$ cat src/rtl/tfj_pkg.sv
package tfj_pkg;
   typedef enum logic [1:0] {
      OP_SATSUM  = 2'd0,
      OP_ABSDIFF = 2'd1,
      OP_MAX3    = 2'd2,
      OP_MIN3    = 2'd3
   } tfj_op_e;

   localparam int NUM_SRC = 3;
endpackage

$ cat src/rtl/tfj_fifo.sv
module tfj_fifo #(
   parameter int W        = 9,
   parameter int DEPTH    = 16,
   parameter int AF_LEVEL = 14
) (
   input  logic         clk,
   input  logic         rst,
   input  logic         clr,
   input  logic         push,
   input  logic [W-1:0] din,
   input  logic         pop,
   output logic [W-1:0] dout,
   output logic         empty,
   output logic         almost_full
);
   localparam int AW = $clog2(DEPTH);
   localparam int CW = $clog2(DEPTH + 1);

   generate
      if (DEPTH < 4 || (DEPTH & (DEPTH - 1)) != 0) begin : g_bad_depth
         $error("tfj_fifo: DEPTH must be a power of two, at least 4");
      end
      if (AF_LEVEL < 1 || AF_LEVEL > DEPTH) begin : g_bad_af
         $error("tfj_fifo: AF_LEVEL must lie in 1..DEPTH");
      end
   endgenerate

   logic [W-1:0]  mem [DEPTH];
   logic [AW-1:0] wr_ptr, rd_ptr;
   logic [CW-1:0] count;

   always_ff @(posedge clk) begin
      if (push) mem[wr_ptr] <= din;
   end

   always_ff @(posedge clk) begin
      if (rst || clr) begin
         wr_ptr <= '0;
         rd_ptr <= '0;
         count  <= '0;
      end else begin
         if (push) wr_ptr <= wr_ptr + 1'b1;
         if (pop)  rd_ptr <= rd_ptr + 1'b1;
         case ({push, pop})
            2'b10:   count <= count + 1'b1;
            2'b01:   count <= count - 1'b1;
            default: count <= count;
         endcase
      end
   end

   assign dout        = mem[rd_ptr];
   assign empty       = (count == '0);
   assign almost_full = (count >= CW'(AF_LEVEL));

   AST_NO_OVERFLOW: assert property (@(posedge clk) disable iff (rst)
      (push && !clr) |-> (int'(count) < DEPTH));
   AST_NO_UNDERFLOW: assert property (@(posedge clk) disable iff (rst)
      (pop && !clr) |-> (count != '0));
endmodule

$ cat src/rtl/tfj_path.sv
module tfj_path #(
   parameter int PIX_W     = 8,
   parameter int DEPTH     = 16,
   parameter int AF_MARGIN = 2
) (
   input  logic             clk,
   input  logic             rst,
   input  logic             clr,
   input  logic [PIX_W-1:0] s_tdata,
   input  logic             s_tvalid,
   input  logic             s_tuser,
   output logic             s_tready,
   input  logic             pop,
   output logic [PIX_W-1:0] head_data,
   output logic             head_sof,
   output logic             empty
);
   localparam int AF_LEVEL = DEPTH - AF_MARGIN;

   generate
      if (AF_MARGIN < 1 || AF_MARGIN >= DEPTH) begin : g_bad_margin
         $error("tfj_path: AF_MARGIN must lie in 1..DEPTH-1");
      end
   endgenerate

   logic armed;
   logic accept;
   logic push;
   logic af;
   logic [PIX_W:0] q_out;

   assign s_tready = !armed || !af;
   assign accept   = s_tvalid && s_tready;
   assign push     = accept && (armed || s_tuser) && !clr;

   always_ff @(posedge clk) begin
      if (rst || clr)             armed <= 1'b0;
      else if (accept && s_tuser) armed <= 1'b1;
   end

   tfj_fifo #(
      .W        (PIX_W + 1),
      .DEPTH    (DEPTH),
      .AF_LEVEL (AF_LEVEL)
   ) u_q (
      .clk         (clk),
      .rst         (rst),
      .clr         (clr),
      .push        (push),
      .din         ({s_tuser, s_tdata}),
      .pop         (pop),
      .dout        (q_out),
      .empty       (empty),
      .almost_full (af)
   );

   assign head_data = q_out[PIX_W-1:0];
   assign head_sof  = q_out[PIX_W];

   AST_SOF_ARMS: assert property (@(posedge clk) disable iff (rst)
      (!armed && s_tvalid && s_tuser && !clr) |=> armed);
   AST_HUNT_EMPTY: assert property (@(posedge clk) disable iff (rst)
      (!armed && !$past(push)) |-> empty);
endmodule

$ cat src/rtl/tfj_pixop.sv
module tfj_pixop
   import tfj_pkg::*;
#(
   parameter int PIX_W = 8
) (
   input  logic             clk,
   input  logic             rst,
   input  logic             clr,
   input  logic [1:0]       mode,
   input  logic             in_valid,
   input  logic [PIX_W-1:0] in_a,
   input  logic [PIX_W-1:0] in_b,
   input  logic [PIX_W-1:0] in_c,
   input  logic             in_sof,
   output logic             out_valid,
   output logic [PIX_W-1:0] out_data,
   output logic             out_sof
);
   logic             s1_valid, s1_sof;
   logic [PIX_W-1:0] s1_a, s1_b, s1_c;
   logic [PIX_W:0]   sum_w;
   logic [PIX_W-1:0] sat_sum, abs_diff, max_ab, min_ab, max3, min3, result;
   tfj_op_e          op;

   always_ff @(posedge clk) begin
      if (rst || clr) begin
         s1_valid <= 1'b0;
         s1_sof   <= 1'b0;
      end else begin
         s1_valid <= in_valid;
         s1_sof   <= in_valid && in_sof;
      end
   end

   always_ff @(posedge clk) begin
      if (in_valid) begin
         s1_a <= in_a;
         s1_b <= in_b;
         s1_c <= in_c;
      end
   end

   assign op       = tfj_op_e'(mode);
   assign sum_w    = {1'b0, s1_a} + {1'b0, s1_b};
   assign sat_sum  = sum_w[PIX_W] ? {PIX_W{1'b1}} : sum_w[PIX_W-1:0];
   assign abs_diff = (s1_a >= s1_b) ? (s1_a - s1_b) : (s1_b - s1_a);
   assign max_ab   = (s1_a >= s1_b) ? s1_a : s1_b;
   assign min_ab   = (s1_a <= s1_b) ? s1_a : s1_b;
   assign max3     = (max_ab >= s1_c) ? max_ab : s1_c;
   assign min3     = (min_ab <= s1_c) ? min_ab : s1_c;

   always_comb begin
      case (op)
         OP_SATSUM:  result = sat_sum;
         OP_ABSDIFF: result = abs_diff;
         OP_MAX3:    result = max3;
         default:    result = min3;
      endcase
   end

   always_ff @(posedge clk) begin
      if (rst || clr) begin
         out_valid <= 1'b0;
         out_sof   <= 1'b0;
      end else begin
         out_valid <= s1_valid;
         out_sof   <= s1_sof;
      end
   end

   always_ff @(posedge clk) begin
      if (s1_valid) out_data <= result;
   end

   AST_SUM_BOUND: assert property (@(posedge clk) disable iff (rst)
      (s1_valid && !clr && mode == 2'd0) |=>
         (out_data >= $past(s1_a) && out_data >= $past(s1_b)));
   AST_MAX_BOUND: assert property (@(posedge clk) disable iff (rst)
      (s1_valid && !clr && mode == 2'd2) |=>
         (out_data >= $past(s1_a) && out_data >= $past(s1_b) && out_data >= $past(s1_c)));
endmodule

$ cat src/rtl/tri_frame_joiner.sv
module tri_frame_joiner
   import tfj_pkg::*;
#(
   parameter int PIX_W      = 8,
   parameter int FIFO_DEPTH = 16,
   parameter int AF_MARGIN  = 2
) (
   input  logic             clk,
   input  logic             rst,
   input  logic             frame_restart,
   input  logic [1:0]       mode,
   input  logic [PIX_W-1:0] s0_tdata,
   input  logic             s0_tvalid,
   input  logic             s0_tuser,
   output logic             s0_tready,
   input  logic [PIX_W-1:0] s1_tdata,
   input  logic             s1_tvalid,
   input  logic             s1_tuser,
   output logic             s1_tready,
   input  logic [PIX_W-1:0] s2_tdata,
   input  logic             s2_tvalid,
   input  logic             s2_tuser,
   output logic             s2_tready,
   output logic             m_valid,
   output logic [PIX_W-1:0] m_data,
   output logic             m_sof
);
   generate
      if (PIX_W < 2) begin : g_bad_width
         $error("tri_frame_joiner: PIX_W must be at least 2");
      end
   endgenerate

   logic [PIX_W-1:0]   in_data  [NUM_SRC];
   logic [NUM_SRC-1:0] in_valid, in_user, in_ready;
   logic [PIX_W-1:0]   hd       [NUM_SRC];
   logic [NUM_SRC-1:0] hd_sof, q_empty;
   logic               pop_all;

   assign in_data[0] = s0_tdata;
   assign in_data[1] = s1_tdata;
   assign in_data[2] = s2_tdata;
   assign in_valid   = {s2_tvalid, s1_tvalid, s0_tvalid};
   assign in_user    = {s2_tuser,  s1_tuser,  s0_tuser};
   assign s0_tready  = in_ready[0];
   assign s1_tready  = in_ready[1];
   assign s2_tready  = in_ready[2];

   for (genvar gi = 0; gi < NUM_SRC; gi++) begin : g_src
      tfj_path #(
         .PIX_W     (PIX_W),
         .DEPTH     (FIFO_DEPTH),
         .AF_MARGIN (AF_MARGIN)
      ) u_path (
         .clk       (clk),
         .rst       (rst),
         .clr       (frame_restart),
         .s_tdata   (in_data[gi]),
         .s_tvalid  (in_valid[gi]),
         .s_tuser   (in_user[gi]),
         .s_tready  (in_ready[gi]),
         .pop       (pop_all),
         .head_data (hd[gi]),
         .head_sof  (hd_sof[gi]),
         .empty     (q_empty[gi])
      );
   end

   assign pop_all = ~|q_empty;

   tfj_pixop #(.PIX_W(PIX_W)) u_op (
      .clk       (clk),
      .rst       (rst),
      .clr       (frame_restart),
      .mode      (mode),
      .in_valid  (pop_all),
      .in_a      (hd[0]),
      .in_b      (hd[1]),
      .in_c      (hd[2]),
      .in_sof    (&hd_sof),
      .out_valid (m_valid),
      .out_data  (m_data),
      .out_sof   (m_sof)
   );

   AST_OUT_LATENCY: assert property (@(posedge clk) disable iff (rst)
      (!$past(frame_restart) && !$past(frame_restart, 2)) |->
         (m_valid == $past(pop_all, 2)));
   AST_RESTART_CLEARS: assert property (@(posedge clk) disable iff (rst)
      $past(frame_restart) |-> !m_valid);
   AST_SOF_WITH_VALID: assert property (@(posedge clk) disable iff (rst)
      m_sof |-> m_valid);
endmodule

$ cat config.mk
export PLATFORM = sky130hd
export DESIGN_NAME = tri_frame_joiner
export DESIGN_NICKNAME = d
export VERILOG_FILES = /design/src/rtl/tfj_pkg.sv /design/src/rtl/tfj_fifo.sv /design/src/rtl/tfj_path.sv /design/src/rtl/tfj_pixop.sv /design/src/rtl/tri_frame_joiner.sv
export SDC_FILE = /design/constraint.sdc
export NUM_CORES = 1
export LEC_CHECK = 0
export BUFFER_PORTS_ARGS = -buffer_cell sky130_fd_sc_hd__buf_4
export CORE_UTILIZATION = 55
export DETAILED_ROUTE_END_ITERATION = 16
export GPL_TIMING_DRIVEN = 0
export PLACE_DENSITY = 0.71
export SYNTH_ARGS = -nofsm -noshare
export SYNTH_HDL_FRONTEND = slang
export SYNTH_HIERARCHICAL = 1
export SYNTH_SLANG_ARGS = --single-unit
$ cat constraint.sdc
create_clock -name clk -period 5.8 [get_ports clk]
set_input_delay 0.58 -clock clk [delete_from_list [all_inputs] [get_ports clk]]
set_output_delay 0.58 -clock clk [all_outputs]
set_load 0.02 [all_outputs]
Yosys cells after proc, flatten, opt, wreduce, memory -nomap -nowiden:

Memory sizes are Yosys's and may differ from the RTL's. A register that Yosys moved wholly into a read port is not among the register bits.
Cells that the tools add are included.

* bits in registers: 78
* output and inout port bits: 13
* input port bits: 35
* memory bits (writable): 432
* logic and storage cells: 112
* memories kept: 3

* reduce and logical (&&, ||, !) cells: 37
* add/sub/neg operators: 15
* eq/ne operators: 8
* muxes and demuxes: 22
* $lt $le $gt $ge: 7

Memory list
* g_src[0].u_path.u_q.mem: depth 16, width 9, read ports 1, clocked after Yosys merged registers in 1, wr ports 1, RTL line tfj_fifo.sv:28 `logic [W-1:0] mem [DEPTH];`
* g_src[1].u_path.u_q.mem: depth 16, width 9, read ports 1, clocked after Yosys merged registers in 1, wr ports 1, RTL line tfj_fifo.sv:28
* g_src[2].u_path.u_q.mem: depth 16, width 9, read ports 1, clocked after Yosys merged registers in 1, wr ports 1, RTL line tfj_fifo.sv:28

Operator list (number)
* $mux W8: 6
* $pmux W5 S2: 3
* $add A4 B1 Y4 const B: 6
* $mux W4: 6
* $pmux W8 S3: 1
* $ge A8 B8 Y1: 2
* $le A8 B8 Y1: 2
* $sub A8 B8 Y8: 2
* $add A5 B1 Y5 const B: 3
* $ge A5 B4 Y1 const B: 3
* $logic_not A5 Y1: 3
* $sub A5 B1 Y5 const B: 3
* $logic_and A1 B1 Y1: 13
* $add A8 B8 Y9: 1
* $eq A2 B1 Y1 const B: 4
* $eq A2 B2 Y1 const B: 4
* $logic_not A1 Y1: 8
* $logic_or A1 B1 Y1: 7
* $mux W1: 6
* $reduce_bool A2 Y1: 3
* $reduce_and A3 Y1: 1
* $reduce_or A3 Y1: 1
* $logic_not A2 Y1: 1

Longest topological paths before layout:

Gate-level depths: netlist of the first run.

* depth after elaboration: 8
* gate-level depth with buffers: 19
* gate-level depth less buffers: 17

By module:

The synthesis of the first run kept the hierarchy.

Modules (own cells, without submodules)
* tfj_fifo (g_src[2].u_path.u_q): seq. area each 4664.5 µm², cells an instance 338, area an instance 6507.5 µm², instances 1
* tfj_fifo (g_src[1].u_path.u_q): seq. area each 4664.5 µm², cells an instance 338, area an instance 6488.7 µm², instances 1
* tfj_fifo (g_src[0].u_path.u_q): seq. area each 4664.5 µm², cells an instance 337, area an instance 6481.2 µm², instances 1
* tfj_pixop: seq. area each 1041.0 µm², cells an instance 316, area an instance 3024.2 µm², instances 1
* tfj_path: seq. area each 20.0 µm², cells an instance 8, area an instance 62.6 µm², instances 3
* tri_frame_joiner: seq. area each 0.0 µm², cells an instance 2, area an instance 16.3 µm², instances 1

Worst setup path before layout of the first run:

No wires, ideal clock.

* kind: flip-flop to flip-flop
* start: register g_src[1].u_path.u_q.count[1]
* end: register g_src[1].u_path.u_q.count[4]
* path slack: 1.754 ns
* arrival: 3.919 ns
* setup time: 0.127 ns
* stages on the path, launching flop included: 13
* clock period less this slack: 4.046 ns
* data required time: 5.673 ns
* cells stage by stage: dfxtp_1 -> buf_2 -> or4_1 -> nor2_1 -> nor3_2 -> ha_1 -> buf_2 -> xor2_1 -> ha_1 -> o31ai_1 -> and2_1 -> o21ai_0 -> or3b_1

* elaborated cells on any way between the ends: 15

RTL lines
* from (decl): RTL line tfj_fifo.sv:30 `logic [CW-1:0] count;`
* from (signal assigned): RTL line tfj_fifo.sv:45 `2'b10: count <= count + 1'b1;`
* from (signal assigned): RTL line tfj_fifo.sv:46 `2'b01: count <= count - 1'b1;`
* from (signal assigned): RTL line tfj_fifo.sv:47 `default: count <= count;`
* $logic_not A5 Y1 (*): RTL line tfj_fifo.sv:53 `assign empty = (count == '0);`
* net q_empty[1]: RTL line tri_frame_joiner.sv:37 `logic [NUM_SRC-1:0] hd_sof, q_empty;`
* $reduce_or A3 Y1 (*): RTL line tri_frame_joiner.sv:69 `assign pop_all = ~|q_empty;`
* $logic_not A1 Y1 (*): RTL line tri_frame_joiner.sv:69
* net pop_all: RTL line tri_frame_joiner.sv:38 `logic pop_all;`
* $eq A2 B1 Y1 or $eq A2 B2 Y1 (tied branches): RTL line tfj_fifo.sv:44 `case ({push, pop})`
* $pmux W5 S2 or $reduce_bool A2 Y1 (tied branches)

Mark *: on every way through the listed nets, which the timed path passes. The rest lies on a longest branch.
A chain may end at the register's enable or synchronous reset.

Worst setup path in the final report of the first run:

* start: register u_op.s1_b[1]
* end: register u_op.out_data[6], data pin

* longest elaborated chain between the ends: 5
* elaborated cells on any way between the ends: 14

Ends and longest elaborated chain
* from (decl): RTL line tfj_pixop.sv:20 `logic [PIX_W-1:0] s1_a, s1_b, s1_c;`
* from (signal assigned): RTL line tfj_pixop.sv:38 `s1_b <= in_b;`
* $le A8 B8 Y1 or $ge A8 B8 Y1 (tied branches): RTL line tfj_pixop.sv:48, tfj_pixop.sv:46, tfj_pixop.sv:47
* $mux W8 (on tied branches): RTL line tfj_pixop.sv:48, tfj_pixop.sv:47
* $le A8 B8 Y1 or $ge A8 B8 Y1 (tied branches): RTL line tfj_pixop.sv:50, tfj_pixop.sv:49
* $mux W8 (on tied branches): RTL line tfj_pixop.sv:50, tfj_pixop.sv:49
* $pmux W8 S3 (*): RTL line tfj_pixop.sv:53 `case (op)`
* net u_op.result[6]: RTL line tfj_pixop.sv:22 `logic [PIX_W-1:0] sat_sum, abs_diff, max_ab, min_ab, max3, min3, result;`
* to (signal assigned): RTL line tfj_pixop.sv:72 `if (s1_valid) out_data <= result;`
* to (decl): RTL line tfj_pixop.sv:16 `output logic [PIX_W-1:0] out_data,`

Marked as above.

==> flow_summary_export.csv, run 1 <==
group,metric,value,unit
min_path,holdPathStages,3,
clock_network,root_buffer,"clkbuf_16",
detailed_routing,drt_iter0_drc,785,
clock_network,hold_buffers,0,
timing,clock.fmax,218,MHz
detailed_routing,drc,0,
timing,period_needed,4.58,ns
critical_path,r2r-start,"u_op/s1_b[1]",
clock_network,cts_buffers,51,
timing,slew_viol_final,0,
clock_network,path_clk_slew,0.06,ns
layout,stdcell_count,2029,
synthesis,yosys-top-cells-count,"464 x edfxtp_1, 66 x ha_1, 65 x nor2_1, 60 x mux4_2, 59 x and2_1",
floorplanning,core,40700,sq um
timing,finClkSkew,0.0245,ns
clock_network,cts_tree,"yes",
grt,busiest_layer,"met2",
synthesis,ys_seq_area_share,66.5,%
critical_path,reg2reg_slack,1.22,ns
synthesis,synth-edff-count,464,
grt,grtUsageMet2,36.3,%
timing,tightest_slew,0.801,ns
synthesis,synth.distinct_cells,76,
synthesis,synth_flop_cell,"edfxtp_1",
grt,grt_first_pass_wirelength,69200,microns
grt,grt_overflow,0,
critical_path,startpoint_type,"flop",
place,routabilityCongestion,0.876,
detailed_routing,routedWlPerCell,22.6,microns
power,vdd_drop_max,0.216,mV
layout,syn_to_final_growth,12.0,%
place,port_buffers,45,
grt,grt_pass1_vias,11900,
grt,gr-usage-met3,3.10,%
detailed_routing,viasPerCell,5.99,
floorplanning,fp.dieW,205,microns
timing,finalSetupViolations,0,
grt,grt_usage,22.3,%
layout,nNetsFinal,1559,
synthesis,yosys.area.top_type,"edfxtp_1",
critical_path,path_max_fanout,10,
critical_path,r2r_cells,14,
detailed_routing,dr.pass1.iters,5,
detailed_routing,num_vias,12100,
critical_path,worst-endpoint-required,6.10,ns
clock_network,cts.sinks,522,
clock_network,cts_setup_buffers,0,
synthesis,syn_avg_cell_area,16.8,sq um
grt,antenna_found_initial,0,
clock_network,cts_resized,0,
timing,final-hold-violation-count,0,
critical_path,worstPathArrival,4.88,ns
critical_path,critPathCaptureType,"flop",
critical_path,timing.rr.end,"u_op/out_data[6]",
power,power.leakage,8.78,nW
synthesis,synth_area_leaders,"edfxtp_1 61%, mux4_2 6.0%, mux4_1 5.6%",
synthesis,yosysTopAreaCellShare,61.4,%
run,drv_cap,0,
layout,diodes,0,
floorplanning,start_util,55.7,%
timing,slew_headroom,46.4,%
synthesis,synth.cell_area,22700,sq um
place,postPlaceCellArea,23800,sq um
power,power_density,294,nW/um^2
floorplanning,die_area,42100,sq um
detailed_routing,routed_wl,45800,microns
clock_network,clkLatencyLatePin,0.61,ns
timing,fin_crit_sh,78.9,%
floorplanning,die_h,205,microns
detailed_routing,final_antenna_net_count,0,
grt,use_met1,31.4,%
place,dp_cells,1934,
synthesis,ys_ff_latch,522,
layout,multi_input_area,6990,sq um
timing,rsz0062_at_grt,"false",
layout,final_area,25400,sq um
clock_network,cts_buffer_depth,3,
synthesis,synthCells,1355,
layout,drive_gt1_share,16.7,%
layout,regArea,15100,sq um
layout,fillers,2921,
synthesis,ys_warn_count,6,
synthesis,yosysMostFrequentCell,"edfxtp_1",
timing,fin_tns_setup,0,ns
min_path,hold_class,"in -> reg",
grt,grt_max_degree,24,
synthesis,async_flop_share,0,%
critical_path,critPathKind,"reg -> reg",
clock_network,htree_levels,2,
synthesis,synth_fp_nets,1459,
outcome,status,"finished, final reports clean",
min_path,hold_end,"g_src[2].u_path/armed",
min_path,hold_start,"s2_tvalid",
floorplanning,fp-row-count,74,
floorplanning,ios,48,
place,dp_hpwl,30200,microns
[kinds of logic (layout without fill, tap and decap cells)]
group / Yosys count / count (layout) / share of synthesized area [%]
mux: 133 / 133 / 12.6
flops: 522 / 522 / 66.5
fa+ha+maj: 69 / 69 / 3.90
compound gates: 187 / 187 / 5.73
simple gates: 297 / 297 / 7.11
xor+xnor: 36 / 36 / 1.39
buf+inv: 111 / 253 / 2.76
[power breakdown]
| part | switching [W] | total [W] | internal (W) |
|---|---|---|---|
| Clock | 0.00138 | 0.00325 | 0.00187 |
| Combinational | 0.0000999 | 0.000140 | 0.0000400 |
| Sequential | 0.00000382 | 0.00410 | 0.00410 |
[worst max-delay path, stage by stage, from the launching register on]
cell and delay (ns):
edfxtp_1 0.54, inv_1 0.22, fa_1 0.49, nand3_1 0.15, a21oi_2 0.10, nor3_4 0.34
buf_2 0.31, o21ai_0 0.23, ha_1 0.37, a211o_1 0.12, a31oi_1 0.05, o21ai_1 0.62
mux2_2 0.41, a21oi_1 0.14, o221ai_1 0.17
[per-stage QoR]
step / util, % / total power (W) / worst slack (ns) / hold WS [ns]
floorplan: - / 0.00423 / 1.75 / 0.406
global placement: 58.2 / 0.00431 / 0.619 / 0.504
detailed placement: 58.3 / 0.00432 / 1.30 / 0.503
CTS: 62.4 / 0.00756 / 1.26 / 0.255
global route: 62.4 / 0.00771 / 0.899 / 0.274
finish: 62.4 / 0.00749 / 1.22 / 0.282
[sequential cells by signal, indices dropped and copies added (netlist names), named ones only]
| name | flops |
|---|---|
| u_op/s1_valid | 1 |
| g_src.u_path/u_q/wr_ptr | 12 |
| u_op/s1_b | 8 |
| g_src.u_path/u_q/count | 15 |
| u_op/s1_c | 8 |
| u_op/s1_a | 8 |
| u_op/out_data | 8 |
| u_op/out_sof | 1 |
| g_src.u_path/u_q/rd_ptr | 12 |
| u_op/s1_sof | 1 |
| g_src.u_path/armed | 3 |
| u_op/out_valid | 1 |
| g_src.u_path/u_q/mem | 432 |
[placed cells by master, fill, tap and decap left out, types with 5 or more instances in the layout]
cell type | Yosys | routed
clkinv_1 | 0 | 12
nand4_1 | 12 | 12
ha_1 | 66 | 66
buf_4 | 12 | 57
and3_1 | 7 | 7
nand2b_1 | 14 | 14
clkbuf_8 | 2 | 7
a22oi_1 | 55 | 55
clkbuf_1 | 13 | 25
clkinv_2 | 0 | 6
mux4_1 | 48 | 48
inv_1 | 45 | 45
xor2_1 | 21 | 21
nor2_1 | 65 | 65
or4_1 | 9 | 9
o21ai_0 | 25 | 25
buf_6 | 7 | 7
dfxtp_1 | 58 | 58
nand3_1 | 10 | 10
a31oi_1 | 6 | 6
clkbuf_16 | 0 | 51
nor3_1 | 15 | 15
and2_1 | 59 | 59
mux4_2 | 60 | 60
buf_2 | 24 | 24
a21o_1 | 9 | 9
mux2i_1 | 21 | 21
nor2b_1 | 8 | 8
a21oi_1 | 35 | 35
nand2_1 | 57 | 57
xnor2_1 | 15 | 15
a211oi_1 | 6 | 6
a21oi_2 | 5 | 5
edfxtp_1 | 464 | 464
[how the worst max path moves through the flow]
stage / from / to / slack, ns / cells past startpoint
final: u_op/s1_b[1] / u_op/out_data[6] / 1.22 / 14
after global placement: g_src[0].u_path/u_q/count[1] / g_src[1].u_path/u_q/count[4] / 0.62 / 12
after floorplan: g_src[1].u_path/u_q/count[1] / g_src[1].u_path/u_q/count[4] / 1.75 / 12
after detailed placement: u_op/s1_b[1] / u_op/out_data[6] / 1.30 / 14
after CTS: u_op/s1_b[1] / u_op/out_data[6] / 1.26 / 14
after global routing: u_op/s1_b[1] / u_op/out_data[6] / 0.90 / 14
[routing by layer]
metal / up-vias / share of wire [%]
li1: 5575 / -
met4: 0 / 2.1
met3: 65 / 5.4
met1: 6142 / 44
met2: 363 / 49
met5: - / 0
[layout make-up]
class,instances,area share (%)
sequential,522,59.3
clock buffer,68,5.46
buffer,66,1.80
tap,532,2.62
clock inverter,27,1.14
timing repair buffer,47,1.50
multi-input combinational,722,27.5
inverter,45,0.664
Power figures use the tool's default switching activity.
==> run 2, diff against run 1 <==
Settings changed: PLACE_DENSITY 0.71 to 0.74.
Clock period 5.8 ns to 4 ns, I/O delays scaled along.
==> flow_summary_export.csv, run 2 (same netlist as run 1, synthesis figures left out) <==
group,metric,value,unit
layout,regMostFlops,"g_src.u_path/u_q/mem",
critical_path,cpMostUsedCell,"ha_4",
timing,slew_headroom,47.5,%
critical_path,r2r_cells,16,
critical_path,worst-endpoint-required,4.33,ns
timing,fin_tns_setup,0,ns
floorplanning,ios,48,
critical_path,startpoint_type,"flop",
layout,fillers,2900,
detailed_routing,final_antenna_net_count,0,
place,pre_cts_slack,-0.528,ns
clock_network,cts.sinks,522,
detailed_routing,viasPerCell,6.02,
floorplanning,die_h,205,microns
floorplanning,start_util,55.7,%
detailed_routing,met1Wirelength,20000,microns
clock_network,path_clk_slew,0.06,ns
detailed_routing,highest_layer,"met4",
timing,clock.fmax,253,MHz
timing,fin_crit_sh,98.6,%
clock_network,htree_levels,2,
detailed_routing,num_vias,12400,
timing,finClkSkew,0.0191,ns
run,drv_cap,0,
layout,reg_top3,"g_src.u_path/u_q/mem x432, g_src.u_path/u_q/count x15",
place,routabilityCongestion,0.872,
layout,final_common_cell,"edfxtp_1",
clock_network,cts_buffers,51,
grt,grt_usage,22.3,%
timing,slew_viol_final,0,
grt,antenna_found_initial,0,
clock_network,cts_tree,"yes",
timing,final-hold-violation-count,0,
layout,drive_gt1_share,19.8,%
critical_path,critPathTopFamily,"compound AO/OA/AOI/OAI gates",
min_path,hold_class,"in -> reg",
critical_path,path_max_fanout,7,
detailed_routing,drc,0,
layout,mostFrequentLayoutCells,"464 x edfxtp_1, 84 x buf_4, 64 x nor2_1, 61 x ha_1, 60 x mux4_2",
timing,rsz0062_at_grt,"true",
detailed_routing,dr.pass1.iters,5,
layout,largest_reg_flops,432,
floorplanning,die_area,42100,sq um
detailed_routing,routedWlPerCell,22.5,microns
critical_path,critPathBufInv,3,
power,vdd_drop_max,0.289,mV
floorplanning,core,40700,sq um
critical_path,worst_path_max_delay_cell,"edfxtp_1",
floorplanning,fp.dieW,205,microns
detailed_routing,dr_wl_met3,2580,microns
grt,grt_max_degree,20,
place,port_buffers,45,
critical_path,max_stage_delay,0.45,ns
power,power_density,412,nW/um^2
detailed_routing,routed_wl,46400,microns
floorplanning,fp-row-count,74,
timing,finalSetupViolations,0,
critical_path,worstPathArrival,4.28,ns
layout,syn_to_final_growth,13.5,%
layout,diodes,0,
detailed_routing,drt_iter0_drc,892,
timing,period_needed,3.95,ns
min_path,holdPathStages,3,
place,dp_hpwl,30100,microns
power,power.leakage,8.90,nW
critical_path,critPathKind,"reg -> reg",
grt,grt_overflow,0,
critical_path,crit_chain,"inv_2 > ha_4 > inv_1 > fa_2 > nand3_4 > a21oi_4 > nor3_4 > buf_6 > mux2_2 > ha_4 > and2_4 > o2111ai_2 > o21ai_4 > mux2i_1 > o22ai_1 > a211o_1",
critical_path,critPathCaptureType,"flop",
outcome,status,"finished, final reports clean",
timing,setup_ws,0.0546,ns
clock_network,root_buffer,"clkbuf_16",
clock_network,cts_buffer_depth,3,
timing,fin_hold_ws,0.118,ns
layout,nNetsFinal,1587,
clock_network,clkLatencyLatePin,0.61,ns
critical_path,cp_num_cells,16,
power,total_power,0.0106,W
detailed_routing,wl_met2,22900,microns
grt,grt_pass1_vias,12000,
grt,grt_first_pass_wirelength,69500,microns
timing,tightest_slew,0.785,ns
run 2: area by class of cell:
| type | count | area, sq um | share of cell area [%] |
|---|---|---|---|
| buffer | 66 | 477 | 1.85 |
| clock buffer | 75 | 1430 | 5.54 |
| clock inverter | 20 | 145 | 0.563 |
| inverter | 45 | 169 | 0.655 |
| multi-input combinational | 722 | 7190 | 27.9 |
| sequential | 522 | 15100 | 58.6 |
| tap | 532 | 666 | 2.58 |
| timing repair buffer | 75 | 606 | 2.35 |
run 2: power breakdown:
group	leakage, nW	switching, W	internal [W]
registers	4.64	0.00000561	0.00594
logic	3.49	0.000146	0.0000590
clock network	0.763	0.00198	0.00249
total	8.90	0.00213	0.00849
run 2: worst min-delay path, cell delays in order:
cell and delay [ns]:
buf_4 0.08, a21oi_1 0.05, nor3_1 0.12
run 2: worst paths after layout:
kind         slack (ns)    startpoint                     to
max reg2reg        0.05  u_op/s1_a[0]       u_op/out_data[7]
min reg2reg        0.52   u_op/s1_sof           u_op/out_sof
min                0.12     s2_tvalid  g_src[2].u_path/armed
max                0.05  u_op/s1_a[0]       u_op/out_data[7]
run 2: timing repair:
| action | CTS | global route |
|---|---|---|
| hold buffers | 0 | 0 |
| setup buffers | 13 | 15 |
| endpoints found under the setup margin | 8 | 8 |
| gates resized for setup | 21 | 35 |
| gates cloned | 0 | 0 |
| pin swaps | 2 | 11 |
run 2: metal layers:
metal / up-vias / track usage (%)
li1: 5647 / -
met1: 6317 / 31.5
met2: 352 / 36.3
met3: 65 / 3.26
met4: 0 / 6.61
met5: - / 0
run 2: metrics by stage:
| stage | instances | util (%) | instance area, sq um |
|---|---|---|---|
| after floorplan | 1355 | - | 22700 |
| after global placement | 1932 | 58.2 | 23700 |
| after detailed placement | 1934 | 58.3 | 23800 |
| after CTS | 2042 | 62.6 | 25500 |
| after global routing | 2057 | 63.3 | 25800 |
| final | 2057 | 63.3 | 25800 |
==> run 3, diff against run 2 <==
Clock period 4 ns to 3.3 ns, I/O delays scaled along.
==> flow_summary_export.csv, run 3 (same netlist as run 1, synthesis figures left out) <==
group,metric,value,unit
clock_network,cts.sinks,522,
layout,stdcell_count,2089,
layout,final_area,26400,sq um
floorplanning,die_area,42100,sq um
critical_path,startpoint_type,"flop",
clock_network,root_buffer,"clkbuf_16",
critical_path,worstPathArrival,4.13,ns
detailed_routing,drc,0,
layout,drive_gt1_share,24.3,%
floorplanning,core,40700,sq um
power,power.leakage,9.13,nW
timing,period_needed,3.81,ns
detailed_routing,drt_iter0_drc,958,
grt,grt_pass1_vias,12300,
timing,slew_viol_final,0,
detailed_routing,viasPerCell,6.14,
clock_network,htree_levels,2,
grt,antenna_found_initial,0,
timing,final-hold-violation-count,0,
layout,diodes,0,
floorplanning,fp.dieW,205,microns
layout,nNetsFinal,1622,
detailed_routing,highest_layer,"met4",
power,power_density,491,nW/um^2
layout,final_util,64.9,%
layout,largest_reg_flops,432,
grt,grt_usage,22.8,%
place,pre_cts_slack,-1.03,ns
timing,tightest_slew,0.763,ns
grt,grt_first_pass_wirelength,71200,microns
layout,mostFrequentLayoutCells,"464 x edfxtp_1, 111 x buf_4, 61 x nor2_1, 60 x mux4_2, 58 x dfxtp_1",
grt,grt_max_degree,19,
timing,setup_ws,-0.513,ns
timing,finClkSkew,0.0138,ns
detailed_routing,routed_wl,47900,microns
critical_path,worst-endpoint-required,3.62,ns
layout,fillers,2762,
timing,fin_crit_sh,116,%
clock_network,clkLatencyLatePin,0.60,ns
timing,clock.fmax,262,MHz
critical_path,path_max_fanout,10,
grt,grt_overflow,0,
timing,finalSetupViolations,8,
layout,multi_input_area,7470,sq um
critical_path,critPathCaptureType,"flop",
layout,regArea,15100,sq um
layout,final_common_cell,"edfxtp_1",
detailed_routing,met1Wirelength,19900,microns
outcome,violations,"setup timing",
floorplanning,start_util,55.7,%
place,port_buffers,45,
run,drv_cap,0,
layout,reg_top3,"g_src.u_path/u_q/mem x432, g_src.u_path/u_q/count x15",
detailed_routing,final_antenna_net_count,0,
place,postPlaceCellArea,23800,sq um
timing,slew_headroom,48.9,%
critical_path,critPathKind,"reg -> reg",
place,dp_cells,1934,
clock_network,path_clk_slew,0.06,ns
outcome,status,"complete, but fails checks",
floorplanning,fp-row-count,74,
place,routabilityCongestion,0.929,
detailed_routing,wl_met2,23500,microns
timing,fin_hold_ws,0.0368,ns
detailed_routing,routedWlPerCell,22.9,microns
detailed_routing,dr_wl_met3,3260,microns
clock_network,cts_tree,"yes",
detailed_routing,num_vias,12800,
place,dp_hpwl,30200,microns
timing,rsz0062_at_grt,"true",
floorplanning,die_h,205,microns
min_path,hold_class,"in -> reg",
layout,syn_to_final_growth,16.4,%
layout,regMostFlops,"g_src.u_path/u_q/mem",
clock_network,cts_buffer_depth,3,
clock_network,cts_buffers,50,
floorplanning,ios,48,
detailed_routing,dr.pass1.iters,6,
power,vdd_drop_max,0.395,mV
==> run 3: changes by cell type in the layout (fill, tap and decap cells not counted), moves of 5 or more <==
| cell | previous run | this run |
|---|---|---|
| clkbuf_1 | 31 | 22 |
| inv_1 | 43 | 36 |
| a21oi_1 | 33 | 28 |
| buf_2 | 21 | 15 |
| buf_6 | 10 | 22 |
| ha_4 | 4 | 11 |
| buf_4 | 84 | 111 |
| ha_1 | 61 | 51 |
| inv_2 | 2 | 9 |
==> run 3: power breakdown <==
group	switching, W	internal (W)
logic	0.000179	0.0000743
registers	0.00000756	0.00720
clock network	0.00238	0.00314
==> run 3: metrics by stage <==
step | power (W) | setup TNS, ns
after floorplan | 0.00743 | -1.82
after global placement | 0.00758 | -14.26
after detailed placement | 0.00759 | -7.71
after CTS | 0.0131 | -3.15
after global routing | 0.0133 | -4.62
final | 0.0130 | -3.75
==> run 3: cell type report <==
| class | count | area share (%) |
|---|---|---|
| inverters | 45 | 0.639 |
| clock inverters | 24 | 0.909 |
| clock buffers | 67 | 5.14 |
| repair buffers | 112 | 3.46 |
| multi-input cells | 723 | 28.3 |
| well taps | 532 | 2.52 |
| plain buffers | 64 | 1.95 |
| flip-flops and latches | 522 | 57.1 |
==> run 3: what timing repair did <==
item,4_1_cts,5_1_grt
pin swaps,40,34
hold buffers,1,0
gates cloned,2,0
gates resized for setup,74,41
hold endpoints to repair,1,0
endpoints found under the setup margin,10,12
setup buffers,38,25
==> run 3: worst paths after layout <==
check        slack, ns  depth (start not counted)             startpoint               endpoint
max              -0.51                         14           u_op/s1_b[5]       u_op/out_data[7]
min               0.04                          3              s1_tvalid  g_src[1].u_path/armed
max reg2reg      -0.51                         14           u_op/s1_b[5]       u_op/out_data[7]
min reg2reg       0.53                          2  g_src[1].u_path/armed  g_src[1].u_path/armed
==> run 3: layer usage <==
layer | up-vias | GRT usage (%)
met5 | - | 0
met4 | 0 | 7.57
met3 | 103 | 2.91
met2 | 520 | 36.8
met1 | 6494 | 32.2
li1 | 5711 | -
==> run 3: critical path, stage by stage, from the launching register on <==
cell	delay [ns]
edfxtp_1	0.51
ha_4	0.27
a21o_1	0.19
a31o_4	0.28
nor3_4	0.29
buf_6	0.16
buf_8	0.14
o21ai_1	0.16
ha_1	0.23
a21o_1	0.20
a221oi_4	0.32
o21ai_4	0.17
mux2i_1	0.19
o22ai_1	0.10
a211o_1	0.32
